<file path="src/rtl/cfg_loader_pkg.sv">
package cfg_loader_pkg;

    localparam int unsigned CFG_ADDR_W = 20;
    localparam int unsigned CFG_DATA_W = 8;

    typedef enum logic [1:0] {
        LD_IDLE  = 2'd0,
        LD_PRIME = 2'd1,
        LD_RUN   = 2'd2,
        LD_DONE  = 2'd3
    } ld_state_e;

    // Per-cycle control produced by the sequencer.
    typedef struct packed {
        logic take;    // capture a byte this edge
        logic finish;  // image complete this edge
    } ld_ctl_t;

    // Width of a counter that must hold values 0..n.
    function automatic int unsigned count_w(input int unsigned n);
        return (n <= 1) ? 1 : $clog2(n + 1);
    endfunction

    // Width of an index that covers 0..n-1.
    function automatic int unsigned index_w(input int unsigned n);
        return (n <= 2) ? 1 : $clog2(n);
    endfunction

endpackage

</file>
<file path="src/rtl/cfg_addr_ctr.sv">
module cfg_addr_ctr
    import cfg_loader_pkg::*;
#(
    parameter int unsigned ADDR_W = CFG_ADDR_W
) (
    input  logic              clk,
    input  logic              rst,
    input  logic              step,
    output logic [ADDR_W-1:0] addr
);

    logic [ADDR_W-1:0] ptr_q;

    always_ff @(posedge clk) begin
        if (rst) begin
            ptr_q <= '0;
        end else if (step) begin
            ptr_q <= ptr_q + ADDR_W'(1);
        end
    end

    assign addr = ptr_q;

endmodule

</file>
<file path="src/rtl/cfg_byte_serializer.sv">
module cfg_byte_serializer
    import cfg_loader_pkg::*;
#(
    parameter int unsigned DATA_W = CFG_DATA_W
) (
    input  logic              clk,
    input  logic              rst,
    input  logic              load,
    input  logic [DATA_W-1:0] din,
    output logic              bit_out,
    output logic              bit_valid
);

    localparam int unsigned CNT_W = count_w(DATA_W);

    logic [DATA_W-1:0] shreg_q;
    logic [CNT_W-1:0]  left_q;

    always_ff @(posedge clk) begin
        if (rst) begin
            shreg_q <= '0;
            left_q  <= '0;
        end else if (load) begin
            shreg_q <= din;
            left_q  <= CNT_W'(DATA_W);
        end else if (left_q != '0) begin
            shreg_q <= shreg_q >> 1;
            left_q  <= left_q - CNT_W'(1);
        end
    end

    assign bit_out   = shreg_q[0];
    assign bit_valid = (left_q != '0);

endmodule

</file>
<file path="src/rtl/cfg_load_fsm.sv">
module cfg_load_fsm
    import cfg_loader_pkg::*;
#(
    parameter int unsigned ADDR_W = CFG_ADDR_W,
    parameter int unsigned DATA_W = CFG_DATA_W
) (
    input  logic              clk,
    input  logic              rst,
    input  logic              start,
    input  logic [ADDR_W-1:0] byte_total,
    output ld_ctl_t           ctl,
    output logic              done
);

    localparam int unsigned PH_W = index_w(DATA_W);
    localparam logic [PH_W-1:0] PH_LAST = PH_W'(DATA_W - 1);

    ld_state_e         state_q;
    logic [PH_W-1:0]   phase_q;
    logic [ADDR_W-1:0] remain_q;
    logic              slot;

    always_comb begin
        slot       = (state_q == LD_RUN) && (phase_q == '0);
        ctl.take   = slot && (remain_q != '0);
        ctl.finish = slot && (remain_q == '0);
    end

    always_ff @(posedge clk) begin
        if (rst) begin
            state_q  <= LD_IDLE;
            phase_q  <= '0;
            remain_q <= '0;
        end else begin
            unique case (state_q)
                LD_IDLE, LD_DONE: begin
                    if (start) begin
                        state_q  <= LD_PRIME;
                        remain_q <= byte_total;
                    end
                end
                LD_PRIME: begin
                    state_q <= LD_RUN;
                    phase_q <= '0;
                end
                LD_RUN: begin
                    if (ctl.finish) begin
                        state_q <= LD_DONE;
                    end else begin
                        phase_q <= (phase_q == PH_LAST) ? '0 : phase_q + PH_W'(1);
                    end
                    if (ctl.take) begin
                        remain_q <= remain_q - ADDR_W'(1);
                    end
                end
                default: state_q <= LD_IDLE;
            endcase
        end
    end

    assign done = (state_q == LD_DONE);

endmodule

</file>
<file path="src/rtl/cfg_byte_loader.sv">
module cfg_byte_loader
    import cfg_loader_pkg::*;
#(
    parameter int unsigned ADDR_W = CFG_ADDR_W,
    parameter int unsigned DATA_W = CFG_DATA_W
) (
    input  logic              clk,
    input  logic              rst,
    input  logic              start,
    input  logic [ADDR_W-1:0] byte_total,
    input  logic [DATA_W-1:0] mem_data,
    output logic [ADDR_W-1:0] mem_addr,
    output logic              ser_bit,
    output logic              ser_valid,
    output logic              done
);

    ld_ctl_t ctl;

    cfg_load_fsm #(
        .ADDR_W(ADDR_W),
        .DATA_W(DATA_W)
    ) u_fsm (
        .clk       (clk),
        .rst       (rst),
        .start     (start),
        .byte_total(byte_total),
        .ctl       (ctl),
        .done      (done)
    );

    cfg_addr_ctr #(
        .ADDR_W(ADDR_W)
    ) u_addr (
        .clk (clk),
        .rst (rst),
        .step(ctl.take),
        .addr(mem_addr)
    );

    cfg_byte_serializer #(
        .DATA_W(DATA_W)
    ) u_ser (
        .clk      (clk),
        .rst      (rst),
        .load     (ctl.take),
        .din      (mem_data),
        .bit_out  (ser_bit),
        .bit_valid(ser_valid)
    );

endmodule

</file>
<file path="config.mk">
export PLATFORM = sky130hd
export DESIGN_NAME = cfg_byte_loader
export DESIGN_NICKNAME = d
export VERILOG_FILES = /design/src/rtl/cfg_loader_pkg.sv /design/src/rtl/cfg_addr_ctr.sv /design/src/rtl/cfg_byte_serializer.sv /design/src/rtl/cfg_load_fsm.sv /design/src/rtl/cfg_byte_loader.sv
export SDC_FILE = /design/constraint.sdc
export NUM_CORES = 1
export LEC_CHECK = 0
export BUFFER_PORTS_ARGS = -buffer_cell sky130_fd_sc_hd__buf_2
export CAP_MARGIN = 40
export CORE_MARGIN = 2
export CORE_UTILIZATION = 50
export CTS_CLUSTER_DIAMETER = 200
export DETAILED_ROUTE_END_ITERATION = 10
export PLACE_DENSITY_LB_ADDON = 0.12
export SLEW_MARGIN = 20
export SYNTH_ARGS = -nofsm -noshare
export SYNTH_HDL_FRONTEND = slang
export SYNTH_SLANG_ARGS = --single-unit
</file>
<file path="constraint.sdc">
create_clock -name clk -period 5 [get_ports clk]
set_input_delay 0 -clock clk [delete_from_list [all_inputs] [get_ports clk]]
set_output_delay 0 -clock clk [all_outputs]
set_load 0.02 [all_outputs]
</file>
==> results.json <==
{
  "diodes": 0,
  "numCtsBuffers": 9,
  "crit_start": "u_fsm.state_q[0]$_SDFFE_PP0P_",
  "dieArea_um2": 7140,
  "layout.nets": 492,
  "hp-class": "in2reg",
  "ys_dominant_reg_cell": "dfxtp_1",
  "clockRootBuffer": "clkbuf_8",
  "required_ns": 5.26,
  "reg2regPathDepth": 8,
  "yosys_warnings": 0,
  "avgSynthCellArea_um2": 8.25,
  "worstReg2RegStart": "u_fsm.state_q[0]$_SDFFE_PP0P_",
  "synth.cell_area_um2": 3240,
  "fin_crit_ns": 2.81,
  "status": "finished clean",
  "fmax_mhz": 356,
  "antenna_found_initial": 0,
  "final-hold-violation-count": 0,
  "worstMarginPinSlew_ns": 0.792,
  "cts.clk_slew.worst_paths_ns": 0.07,
  "slew_violations": 0,
  "die_w_um": 84.5,
  "clk-insertion-delay-late_ns": 0.35,
  "place_congestion": 0.809,
  "cts.repair.resized": 0,
  "synth-edff-count": 0,
  "final_area_um2": 3900,
  "reg2reg_to": "u_fsm.remain_q[0]$_SDFFE_PP0P_",
  "cap_violations": 0,
  "drive_above_1_share_pct": 19.2,
  "htreeDepth": 3,
  "ys_seq_area_share_pct": 35.2,
  "ys_ff_latch": 57,
  "start_kind": "register",
  "r2r_setup_slack_ns": 2.19,
  "clock_skew_ns": 0.0109,
  "ant_nets": 0,
  "finalSetupViolCount": 0,
  "grt_use_total_pct": 22.3,
  "max_slew_margin_pct": 46.7,
  "post-place-ws_ns": 2.08,
  "syn2layout_area_growth_pct": 20.3,
  "grt_max_degree": 58,
  "cp-endpoint": "u_fsm.remain_q[0]$_SDFFE_PP0P_",
  "clockBufferDepth": 2,
  "routed_wirelength_mm": 7.58,
  "drtIter0Drc": 246,
  "synth_fp_nets": 436,
  "worst_slack_ns": 2.19,
  "grt-ovfl-total": 0,
  "vias": 3040,
  "rsz0062_at_grt": "false",
  "hpwl_mm": 5.01,
  "critPathCaptureType": "register",
  "fin_util_pct": 61.8,
  "cts_tree": "yes",
  "ioPinCount": 54,
  "dr.pass1.iters": 4,
  "ys_types": 50,
  "initial_utilization_pct": 51.3,
  "drc": 0,
  "grt_pass1_vias": 2842,
  "crit_type": "reg2reg",
  "grt_pass1_wl_mm": 13.1,
  "fin_setup_tns_ns": 0,
  "worstPathMaxFanout": 52,
  "numClockSinks": 57,
  "crit_arrival_ns": 3.07,
  "wl_per_cell_um": 14.3,
  "powerDensity_nw_per_um2": 621,
  "async_flop_share_pct": 0,
  "core_um2": 6310,
  "placed_area_um2": 3530,
  "synth_cells": 393,
  "die_y_um": 84.5,
  "io_buffers": 53,
  "cts_setup_buffers": 0,
  "p_leak_nw": 1.55,
  "peakVddDrop_uv": 325,
  "vias_per_cell": 5.73,
  "finalCritPeriodShare_pct": 56.2,
  "num_rows": 29
}
-- cell usage in the layout, fill, tap and decap left out, types with 10 or more instances in the layout --
master	instances
nor3_1	10
inv_1	17
buf_2	53
nor2_1	32
dfxtp_1	57
mux2i_1	12
dlygate4sd3_1	13
nand2_1	29
o21ai_0	22
a21oi_1	34
ha_1	11
nor2b_1	10
clkbuf_8	11
-- metal layers --
| layer | part of all wire, % | up-vias | track usage [%] |
|---|---|---|---|
| met5 | 0 | - | 0 |
| met4 | 1.4 | 0 | 8.37 |
| met2 | 46 | 48 | 35.4 |
| li1 | - | 1567 | - |
| met3 | 4.1 | 7 | 5.31 |
| met1 | 49 | 1418 | 29.4 |
-- Yosys cell counts (6+ instances only) --
master / instances / area, um2
dfxtp_1: 57 / 1140
a21oi_1: 34 / 170
nor2_1: 32 / 120
nand2_1: 29 / 109
o21ai_0: 22 / 110
clkbuf_1: 19 / 71.3
inv_1: 17 / 63.8
ha_1: 12 / 150
mux2i_1: 12 / 120
nor2b_1: 10 / 62.6
nor3_1: 10 / 50.1
o32ai_1: 9 / 78.8
or3_1: 9 / 56.3
or4_1: 9 / 67.6
a211oi_1: 8 / 60.1
nand3_1: 8 / 40.0
o2111ai_1: 8 / 70.1
xor2_1: 8 / 70.1
and3_1: 7 / 43.8
nor4_1: 7 / 43.8
nand4_1: 6 / 37.5
-- sequential cells by signal, indices dropped and copies added, names as in the netlist --
signal          count
u_fsm.phase_q       3
u_ser.left_q        4
u_ser.shreg_q       8
u_fsm.remain_q     20
u_fsm.state_q       2
u_addr.addr        20
-- area by class of cell --
class,instances,area (um2)
Inverter,17,63.8
Fill cell,570,2410
Clock inverter,5,77.6
Timing Repair Buffer,72,444
Clock buffer,11,151
Sequential cell,57,1140
Tap cell,77,96.3
Multi-Input combinational cell,292,1920
-- repair_timing --
item                                    in CTS  in global routing
endpoints found under the setup margin       0                  0
hold buffers                                13                  0
hold endpoints to repair                    13                  0
-- cell families after synthesis --
logic type               count (synthesis)  synth area share, %
XOR/XNOR                                11                 2.97
flip-flops                              57                 35.2
AND/OR/NAND/NOR                        140                 22.6
multiplexers                            13                 4.05
AO/OA/AOI/OAI                          116                 24.7
buffers and inverters                   44                 5.87
adder cells (fa/ha/maj)                 12                 4.63
-- worst min path at each step --
stage | start | endpoint | slack (ns) | depth (start not counted)
after floorplan | mem_data[7] | u_ser.shreg_q[7]$_SDFFE_PP0P_ | 0.14 | 2
after global placement | mem_data[7] | u_ser.shreg_q[7]$_SDFFE_PP0P_ | 0.25 | 3
after detailed placement | mem_data[7] | u_ser.shreg_q[7]$_SDFFE_PP0P_ | 0.26 | 3
after CTS | byte_total[9] | u_fsm.remain_q[9]$_SDFFE_PP0P_ | 0.01 | 3
after global routing | byte_total[9] | u_fsm.remain_q[9]$_SDFFE_PP0P_ | 0.03 | 3
final | byte_total[3] | u_fsm.remain_q[3]$_SDFFE_PP0P_ | 0.01 | 3
-- worst max-delay path: stages, from the launching register on --
cell      delay, ns
dfxtp_1        0.35
inv_1          0.07
ha_2           0.15
buf_4          0.43
and3b_1        0.56
o21a_1         0.31
o31a_1         0.45
o21ai_0        0.15
a211oi_1       0.24
-- per-stage QoR --
stage / power, W / hold WS (ns) / std cells
2_1_floorplan: 0.00168 / 0.136 / 393
6_report: 0.00242 / 0.0139 / 531
3_5_place_dp: 0.00191 / 0.256 / 501
4_1_cts: 0.00243 / 0.00962 / 530
5_1_grt: 0.00262 / 0.0347 / 531
3_3_place_gp: 0.00186 / 0.247 / 499
-- power breakdown --
part | switching [W] | internal, W | total (W)
Combinational | 0.000781 | 0.000450 | 0.00123
Clock | 0.000199 | 0.000306 | 0.000505
Sequential | 0.000105 | 0.000580 | 0.000685
Total | 0.00108 | 0.00134 | 0.00242
Power figures use the tool's default switching activity.
